**src/rtl/gas_pkg.sv**
```systemverilog
package gas_pkg;
  typedef enum logic {
    MODE_CONCURRENT = 1'b0,
    MODE_SERIAL     = 1'b1
  } gas_mode_e;

  function automatic int pair_idx(input int row, input int col, input int width);
    return row * width + col;
  endfunction
endpackage

```
**src/rtl/gas_rank.sv**
```systemverilog
module gas_rank #(
  parameter int N_ACT = 4,
  parameter int IW = 2,
  parameter logic [N_ACT*IW-1:0] URG_ORDER = '0
) (
  output logic [N_ACT*N_ACT-1:0] beats
);
  logic [IW:0] rank_of [N_ACT];

  always_comb begin
    for (int a = 0; a < N_ACT; a++) begin
      rank_of[a] = '0;
      for (int k = 0; k < N_ACT; k++) begin
        if (int'(URG_ORDER[k*IW +: IW]) == a) rank_of[a] = (IW+1)'(k);
      end
    end
  end

  for (genvar i = 0; i < N_ACT; i++) begin : g_row
    for (genvar j = 0; j < N_ACT; j++) begin : g_col
      assign beats[i*N_ACT+j] = (rank_of[i] < rank_of[j]);
    end
  end
endmodule

```
**src/rtl/gas_grant.sv**
```systemverilog
module gas_grant
  import gas_pkg::*;
#(
  parameter int N_ACT = 4,
  parameter int N_REG = 2,
  parameter logic [N_ACT*N_ACT-1:0] CONFLICT = '0,
  parameter logic [N_REG*N_ACT-1:0] WRITERS = '0
) (
  input  gas_mode_e          mode,
  input  logic [N_ACT-1:0]   can_fire,
  input  logic [N_ACT*N_ACT-1:0] beats,
  output logic [N_ACT-1:0]   will_fire
);
  function automatic logic [N_ACT*N_ACT-1:0] build_conf();
    logic [N_ACT*N_ACT-1:0] m;
    m = '0;
    for (int i = 0; i < N_ACT; i++) begin
      for (int j = 0; j < N_ACT; j++) begin
        if (i != j) begin
          if (CONFLICT[pair_idx(i, j, N_ACT)] || CONFLICT[pair_idx(j, i, N_ACT)])
            m[pair_idx(i, j, N_ACT)] = 1'b1;
          for (int r = 0; r < N_REG; r++) begin
            if (WRITERS[r*N_ACT+i] && WRITERS[r*N_ACT+j])
              m[pair_idx(i, j, N_ACT)] = 1'b1;
          end
        end
      end
    end
    return m;
  endfunction

  localparam logic [N_ACT*N_ACT-1:0] EFF_CONF = build_conf();

  for (genvar j = 0; j < N_ACT; j++) begin : g_act
    logic [N_ACT-1:0] blockers;
    always_comb begin
      for (int i = 0; i < N_ACT; i++) begin
        blockers[i] = beats[i*N_ACT+j] &&
                      ((mode == MODE_SERIAL) || EFF_CONF[i*N_ACT+j]);
      end
    end
    assign will_fire[j] = can_fire[j] && !(|(can_fire & blockers));
  end
endmodule

```
**src/rtl/gas_regmux.sv**
```systemverilog
module gas_regmux #(
  parameter int N_ACT = 4,
  parameter int N_REG = 2,
  parameter int DW = 8,
  parameter logic [N_REG*N_ACT-1:0] WRITERS = '0
) (
  input  logic                  clk,
  input  logic                  rst_n,
  input  logic [N_ACT-1:0]      grant,
  input  logic [N_ACT*DW-1:0]   wdata,
  output logic [N_REG-1:0]      we,
  output logic [N_REG*DW-1:0]   q
);
  for (genvar r = 0; r < N_REG; r++) begin : g_reg
    logic [N_ACT-1:0] sel;
    logic [DW-1:0]    nxt;
    logic [DW-1:0]    store;

    assign sel   = grant & WRITERS[r*N_ACT +: N_ACT];
    assign we[r] = |sel;

    always_comb begin
      nxt = '0;
      for (int a = 0; a < N_ACT; a++) begin
        nxt = nxt | ({DW{sel[a]}} & wdata[a*DW +: DW]);
      end
    end

    always_ff @(posedge clk or negedge rst_n) begin
      if (!rst_n)     store <= '0;
      else if (we[r]) store <= nxt;
    end

    assign q[r*DW +: DW] = store;
  end
endmodule

```
**src/rtl/guarded_action_sched.sv**
```systemverilog
module guarded_action_sched
  import gas_pkg::*;
#(
  parameter int N_ACT = 4,
  parameter int N_REG = 2,
  parameter int DW = 8,
  parameter int IW = (N_ACT > 1) ? $clog2(N_ACT) : 1,
  parameter logic [N_ACT*IW-1:0] URG_ORDER = {2'd1, 2'd3, 2'd0, 2'd2},
  parameter logic [N_ACT*N_ACT-1:0] CONFLICT = 16'h0002,
  parameter logic [N_REG*N_ACT-1:0] WRITERS = {4'b1010, 4'b0101}
) (
  input  logic                clk,
  input  logic                rst_n,
  input  logic                serial_mode,
  input  logic [N_ACT-1:0]    can_fire,
  input  logic [N_ACT*DW-1:0] act_wdata,
  output logic [N_ACT-1:0]    will_fire,
  output logic [N_REG-1:0]    reg_we,
  output logic [N_REG*DW-1:0] reg_q
);
  logic [N_ACT*N_ACT-1:0] beats;
  gas_mode_e              mode;

  assign mode = serial_mode ? MODE_SERIAL : MODE_CONCURRENT;

  gas_rank #(.N_ACT(N_ACT), .IW(IW), .URG_ORDER(URG_ORDER)) u_rank (
    .beats(beats)
  );

  gas_grant #(.N_ACT(N_ACT), .N_REG(N_REG), .CONFLICT(CONFLICT), .WRITERS(WRITERS)) u_grant (
    .mode(mode), .can_fire(can_fire), .beats(beats), .will_fire(will_fire)
  );

  gas_regmux #(.N_ACT(N_ACT), .N_REG(N_REG), .DW(DW), .WRITERS(WRITERS)) u_regs (
    .clk(clk), .rst_n(rst_n), .grant(will_fire), .wdata(act_wdata),
    .we(reg_we), .q(reg_q)
  );
endmodule

```
**config.mk**
```make
export PLATFORM = sky130hd
export DESIGN_NAME = guarded_action_sched
export DESIGN_NICKNAME = d
export VERILOG_FILES = /design/src/rtl/gas_pkg.sv /design/src/rtl/gas_rank.sv /design/src/rtl/gas_grant.sv /design/src/rtl/gas_regmux.sv /design/src/rtl/guarded_action_sched.sv
export SDC_FILE = /design/constraint.sdc
export NUM_CORES = 1
export LEC_CHECK = 0
export BUFFER_PORTS_ARGS = -buffer_cell sky130_fd_sc_hd__buf_2
export CORE_MARGIN = 5
export CORE_UTILIZATION = 39
export CTS_BUF_LIST = sky130_fd_sc_hd__clkbuf_8
export CTS_CLUSTER_DIAMETER = 40
export DETAILED_ROUTE_END_ITERATION = 10
export PLACE_DENSITY = 0.83
export SLEW_MARGIN = 20
export SYNTH_ARGS = -nofsm -noshare
export SYNTH_HDL_FRONTEND = slang
export SYNTH_HIERARCHICAL = 1
export SYNTH_SLANG_ARGS = --single-unit
```
**constraint.sdc**
```tcl
create_clock -name clk -period 0.85 [get_ports clk]
set_clock_uncertainty 0.2 [all_clocks]
set_input_delay 0.0425 -clock clk [delete_from_list [all_inputs] [get_ports clk]]
set_output_delay 0.0425 -clock clk [all_outputs]
set_load 0.05 [all_outputs]
```
==> results of run 1 <==
==> timing repair <==
action	in CTS	in global routing
pin swaps	6	6
buffers inserted	12	5
gates resized for setup	64	8
endpoints found under the hold margin	32	16
endpoints found under the setup margin	38	38
==> Yosys cell counts <==
cell      number
a21o_1        16
a22o_1        16
buf_4         16
dfrtp_1       16
a21oi_1        4
inv_1          3
a22oi_1        2
buf_2          2
buf_6          2
conb_1         2
nand2_1        2
nand3_1        2
nor2_4         2
o2111a_1       2
o211a_1        2
==> worst min-delay path by stage <==
stage / startpoint / end / slack [ns] / cells past startpoint
floorplan: rst_n / u_regs/g_reg[0].store[0] / -0.45 / 0
global placement: rst_n / u_regs/g_reg[0].store[3] / -0.23 / 1
detailed placement: rst_n / u_regs/g_reg[0].store[3] / -0.23 / 1
CTS: act_wdata[21] / u_regs/g_reg[0].store[5] / -0.11 / 3
global route: act_wdata[21] / u_regs/g_reg[0].store[5] / -0.11 / 3
finish: act_wdata[21] / u_regs/g_reg[0].store[5] / -0.11 / 3
==> layer usage <==
layer | vias up | track usage [%] | share of wire (%) | wire [um]
met3 | 4 | 3.92 | 8.2 | 251
li1 | 462 | - | - | -
met2 | 39 | 33.5 | 56 | 1710
met5 | - | 0 | 0 | 0
met1 | 453 | 20.1 | 35 | 1070
met4 | 0 | 6.80 | 1.6 | 49
==> stage by stage <==
stage / util [%] / setup TNS (ns) / hold WS (ns) / instances / total power (uW)
2_1_floorplan: - / -6.52 / -0.453 / 103 / 1930
3_3_place_gp: 56.4 / -8.01 / -0.232 / 179 / 2200
3_5_place_dp: 56.4 / -8.51 / -0.231 / 179 / 2230
4_1_cts: 72.2 / -6.25 / -0.113 / 195 / 3160
5_1_grt: 74.9 / -7.21 / -0.111 / 200 / 3370
6_report: 74.9 / -6.26 / -0.112 / 200 / 3240
==> where the power goes <==
group          total, uW  leakage [uW]  switching (uW)  internal [uW]
Combinational       1690      0.000729             941            751
Clock                541     0.0000216             229            313
Sequential          1000      0.000195             101            903
Total               3240      0.000946            1270           1970
==> worst min-delay path, stage by stage <==
cell and delay, ns:
buf_2 0.08, a22o_1 0.11, a21o_1 0.07
==> cell usage in the layout (no fill, tap or decap) <==
cell and n:
buf_6 25, a21oi_1 2, a21o_1 16, nor2_4 2
buf_8 7, conb_1 16, a22oi_2 2, clkbuf_8 3
buf_4 17, nand2_1 2, a21oi_2 2, dlygate4sd3_1 1
nand3_1 2, inv_4 1, buf_12 2, a22o_1 16
buf_2 34, o2111a_2 2, o211a_4 2, clkinvlp_4 2
dfrtp_1 16
==> area by class of cell <==
type / instances / area [um2]
fill: 166 / 571
sequential: 16 / 400
tap: 28 / 35.0
multi-input combinational: 64 / 473
inverter: 3 / 21.3
clock buffer: 3 / 41.3
timing repair buffer: 86 / 734
==> cell families after synthesis <==
family                 count (synthesis)
buffers and inverters                 23
AO/OA/AOI/OAI                         42
flip-flops                            16
AND/OR/NAND/NOR                        6
other                                  2
==> results.tsv, run 1 <==
metric	value	unit
status	complete, but fails checks	
violations	hold timing, setup timing	
drt_iter0_drc	36	
synth_compound_area_share	35.6	%
die_x	59.3	um
clk_path_buf_depth	2	
crit_chain	buf_8 -> a21oi_2 -> o2111a_2 -> nor2_4 -> clkinvlp_4 -> buf_8	
setup_violations	38	
vias_per_cell	4.79	
post-synth-top-area-cell	dfrtp_1	
area_growth	79.6	%
first_global_vias	980	
cp.required	0.61	ns
top_register	u_regs/g.store	
seq_area_frac_synth	42.2	%
clk_pin_slew	0.06	ns
crit_cells	6	
synth_xor_area_share	0	%
peakVddDrop	1280	uV
clockRootBuffer	clkbuf_8	
synth_fa_ha_area_share	0	%
path_class	primary input to output port	
synth.avg_cell_area	10.7	um2
die_h	59.3	um
first_pass_iters	4	
drive_gt1_share	58.7	%
syn_inst	89	
vias	958	
ant_nets	0	
period_needed	1.09	ns
grt_max_degree	17	
crit_arrival	0.84	ns
numPortBuffers	60	
finalWorstSetupSlack	-0.237	ns
cts-hold-fix-buffers	1	
critPathBufInv	3	
dp_slack	-0.540	ns
clock.fmax	920	MHz
rows	17	
hold_ws	-0.112	ns
start_kind	primary input	
rsz0062_at_grt	yes	
synth_top_cell_area_share	42.2	%
slowest_stage	o2111a_2	
synth-simple-area-share	4.22	%
synth_top_family_by_area	compound AO/OA/AOI/OAI gates	
min_period_over_period	128	%
reg2reg_depth	2	
htree_num_levels	1	
ys_ff_latch	16	
cts_made_buffers	3	
endpoint_kind	output port	
nets	213	
cap_viol_max_count	0	
netlist_area	950	um2
initial_core_util	41.7	%
tritoncts	built	
core	2280	um2
r2r_end	u_regs/g_reg[1].store[3]	
reg2reg_slack	-0.16	ns
cellLeakagePower	0.000946	uW
largest_register_ffs	16	
ys_warn_count	6	
design_area	1710	um2
clk_latency	0.24	ns
cpPeakStageDelay	0.28	ns
grt_usage	18.2	%
slew_violations	0	
wl	3080	um
drc	0	
diodes	0	
cp-endpoint	reg_we[1]	
critPathMaxFanout	3	
synth_mux_area_share	0	%
ys_top_cells_by_area	dfrtp_1 42%, a22o_1 15%, a21o_1 13%	
antenna_found_initial	0	
hp-class	primary input to flip-flop	
pin_count	61	
hold_viol	16	
p_per_area	1900	nW/um2
gp_congestion	0.833	
ys_types	15	
grt_pass1_wl	4810	um
cp_top_family	buffers and inverters	
top_regs	u_regs/g.store (16)	
grt_overflow	0	
r2r_start	u_regs/g_reg[1].store[3]	
critPathMostFrequentCell	buf_8	
die_area	3520	um2
clkSinkCount	16	
wl_per_cell	15.4	um
critPathLaunch	can_fire[0]	
place_area	1280	um2
Power figures use the tool's default switching activity.
==> run 2, diff against run 1 <==
--- a/config.mk
+++ b/config.mk
@@ -7,13 +7,13 @@
 export LEC_CHECK = 0
 export BUFFER_PORTS_ARGS = -buffer_cell sky130_fd_sc_hd__buf_2
 export CORE_MARGIN = 5
-export CORE_UTILIZATION = 39
+export CORE_UTILIZATION = 36
 export CTS_BUF_LIST = sky130_fd_sc_hd__clkbuf_8
 export CTS_CLUSTER_DIAMETER = 40
+export CTS_CLUSTER_SIZE = 40
 export DETAILED_ROUTE_END_ITERATION = 10
-export PLACE_DENSITY = 0.83
+export PLACE_DENSITY = 0.82
 export SLEW_MARGIN = 20
 export SYNTH_ARGS = -nofsm -noshare
 export SYNTH_HDL_FRONTEND = slang
-export SYNTH_HIERARCHICAL = 1
 export SYNTH_SLANG_ARGS = --single-unit
==> results.tsv, run 2 <==
metric	value	unit	change
hp-class	primary input to flip-flop		unchanged
clk_pin_slew	0.06	ns	about the same
drt_iter0_drc	9		was 36
multi_input_area	375	um2	was 473 um2
clock.fmax	872	MHz	was 920 MHz
min_period_over_period	135	%	was 128%
cap_viol_max_count	0		unchanged
design_power_total	2660	uW	was 3240 uW
wl_per_cell	13.8	um	was 15.4 um
start_kind	flip-flop		was primary input
syn-num-nets	110		
netlist_area	782	um2	was 950 um2
status	complete, but fails checks		unchanged
violations	hold timing, setup timing		unchanged
grt_pass1_wl	3770	um	was 4810 um
slew_violations	0		unchanged
largest_register_ffs	16		unchanged
fill_cells	142		was 166
synth_top_cell_area_share	51.2	%	was 42.2%
top_regs	u_regs.g.store (16)		was u_regs/g.store (16)
cpPeakStageDelay	0.41	ns	was 0.28 ns
postSynth.asyncResetShare	100	%	unchanged
grt-busiest-layer	met2		unchanged
vias	824		was 958
pin_count	61		unchanged
clkSinkCount	16		unchanged
cts-hold-fix-buffers	1		unchanged
ys_types	16		was 15
synth.avg_cell_area	11.0	um2	was 10.7 um2
worst-slew-pin-transition	0.346	ns	
crit_arrival	0.90	ns	was 0.84 ns
die_h	56.6	um	was 59.3 um
first_pass_iters	4		unchanged
endpoint_kind	output port		unchanged
antenna_found_initial	0		unchanged
wl	2340	um	was 3080 um
ys_ff_latch	16		unchanged
p_per_area	1780	nW/um2	was 1900 nW/um2
first_global_vias	874		was 980
synth_commonest_cells	16 x dfrtp_1, 9 x nand2_1		was 16 x a21o_1, 16 x a22o_1, 16 x buf_4, 16 x dfrtp_1, 4 x a21oi_1
relSlewSlack	76.9	%	
cts_made_buffers	3		unchanged
synthFlopType	dfrtp_1		unchanged
area_growth	90.6	%	was 79.6%
die_area	3200	um2	was 3520 um2
grt_max_degree	17		unchanged
htree_num_levels	1		unchanged
post-synth-top-area-cell	dfrtp_1		unchanged
hold_viol	16		unchanged
path_class	flip-flop to output port		was primary input to output port
clockRootBuffer	clkbuf_8		unchanged
seq_area_frac_synth	51.2	%	was 42.2%
synth_edf_count	0		unchanged
initial_core_util	38.7	%	was 41.7%
setup_violations	36		was 38
critPathMaxFanout	2		was 3
yosysMostFrequentCell	dfrtp_1		
final_cell_mix	36 x buf_2, 19 x buf_6, 16 x dfrtp_2, 10 x buf_8, 9 x nand2_1		was 34 x buf_2, 25 x buf_6, 17 x buf_4
final_common_cell	buf_2		unchanged
clk_path_buf_depth	2		unchanged
top_register	u_regs.g.store		was u_regs/g.store
syn_inst	71		was 89
core	2020	um2	was 2280 um2
grt_usage	15.1	%	was 18.2%
cellLeakagePower	0.000760	uW	was 0.000946 uW
clk_latency	0.24	ns	about the same
tritoncts	built		unchanged
regArea	420	um2	was 400 um2
vias_per_cell	4.88		was 4.79
numPortBuffers	60		unchanged
drive_gt1_share	69.7	%	was 58.7%
hold_ws	-0.183	ns	was -0.112 ns
met1_usage	16.8	%	was 20.1%
peakVddDrop	1150	uV	was 1280 uV
diodes	0		unchanged
finalWorstSetupSlack	-0.297	ns	was -0.237 ns
place_hpwl	1810	um	
dp_slack	-0.416	ns	was -0.540 ns
cp.required	0.61	ns	about the same
die_x	56.6	um	was 59.3 um
drc	0		unchanged
gp_congestion	0.774		was 0.833
crit_chain	buf_6 -> buf_8		was buf_8 -> a21oi_2 -> o2111a_2 -> nor2_4 -> clkinvlp_4 -> buf_8
use_met2	26.6	%	was 33.5%
rows	16		was 17
ys_top_cells_by_area	dfrtp_1 51%, a221o_1 10%, mux2i_1 10%		was dfrtp_1 42%, a22o_1 15%, a21o_1 13%
ant_nets	0		unchanged
grtUsageMet3	5.73	%	was 3.92%
slowest_stage	dfrtp_2		was o2111a_2
ys_warn_count	0		was 6
rsz0062_at_grt	yes		unchanged
nets	182		was 213
period_needed	1.15	ns	was 1.09 ns
grt_overflow	0		unchanged
[run 2: area by class of cell]
class / instances / share of cell area [%]
timing repair buffer: 72 / 40.2
sequential: 16 / 28.2
tap: 27 / 2.27
multi-input combinational: 49 / 25.2
clock buffer: 4 / 3.69
inverter: 1 / 0.420
[run 2: path summary, 6_finish.rpt]
kind                                               start                       end  slack [ns]  cells after the start
worst min register to register  u_regs.g_reg[1].store[6]  u_regs.g_reg[1].store[6]        0.33                      1
max in group asynchronous                          rst_n  u_regs.g_reg[1].store[2]        0.13                      2
min in group asynchronous                          rst_n  u_regs.g_reg[0].store[4]        0.04                      2
worst max register to register  u_regs.g_reg[1].store[1]  u_regs.g_reg[1].store[1]       -0.29                      2
worst min-delay path                       act_wdata[20]  u_regs.g_reg[0].store[4]       -0.18                      3
worst max-delay path            u_regs.g_reg[1].store[7]                 reg_q[15]       -0.30                      2
[run 2: routing by layer]
| metal | part of all wire, % | up-vias |
|---|---|---|
| met3 | 12 | 2 |
| met4 | 0.26 | 0 |
| met2 | 49 | 48 |
| met1 | 38 | 370 |
| met5 | 0 | - |
| li1 | - | 404 |
[run 2: worst max-delay path, delay by kind of cell, from the launching register on]
kind / cells / cell delay, ns
flops: 1 / 0.41
buf+inv: 2 / 0.26
[run 2: logic make-up (layout without fill, tap and decap cells)]
kind of cell	after synthesis	in the layout	share of synthesized area [%]
AND/OR/NAND/NOR	22	23	15.0
AO/OA/AOI/OAI	18	18	18.6
multiplexers	8	8	10.2
flip-flops	16	16	51.2
buffers and inverters	7	77	4.96
[run 2: repair_timing]
| action | 4_1_cts | 5_1_grt |
|---|---|---|
| buffers inserted | 3 | 1 |
| endpoints found under the hold margin | 32 | 16 |
| pin swaps | 12 | 2 |
| gates cloned | 0 | 1 |
| setup endpoints to repair | 38 | 37 |
| gates resized for setup | 63 | 2 |
[run 2: through the flow]
stage	TNS [ns]	std cells	cell area, um2	util (%)	hold WS [ns]
2_1_floorplan	-4.16	71	836	-	-0.453
3_3_place_gp	-5.02	159	1170	57.9	-0.238
3_5_place_dp	-5.74	159	1170	57.9	-0.230
4_1_cts	-5.95	167	1470	72.5	-0.192
5_1_grt	-6.95	169	1490	73.7	-0.175
6_report	-5.80	169	1490	73.7	-0.183
[run 2: report_power, final]
part,switching [uW],internal (uW),leakage (uW)
logic,598,470,0.000555
clock network,239,410,0.0000288
registers,70.9,869,0.000176
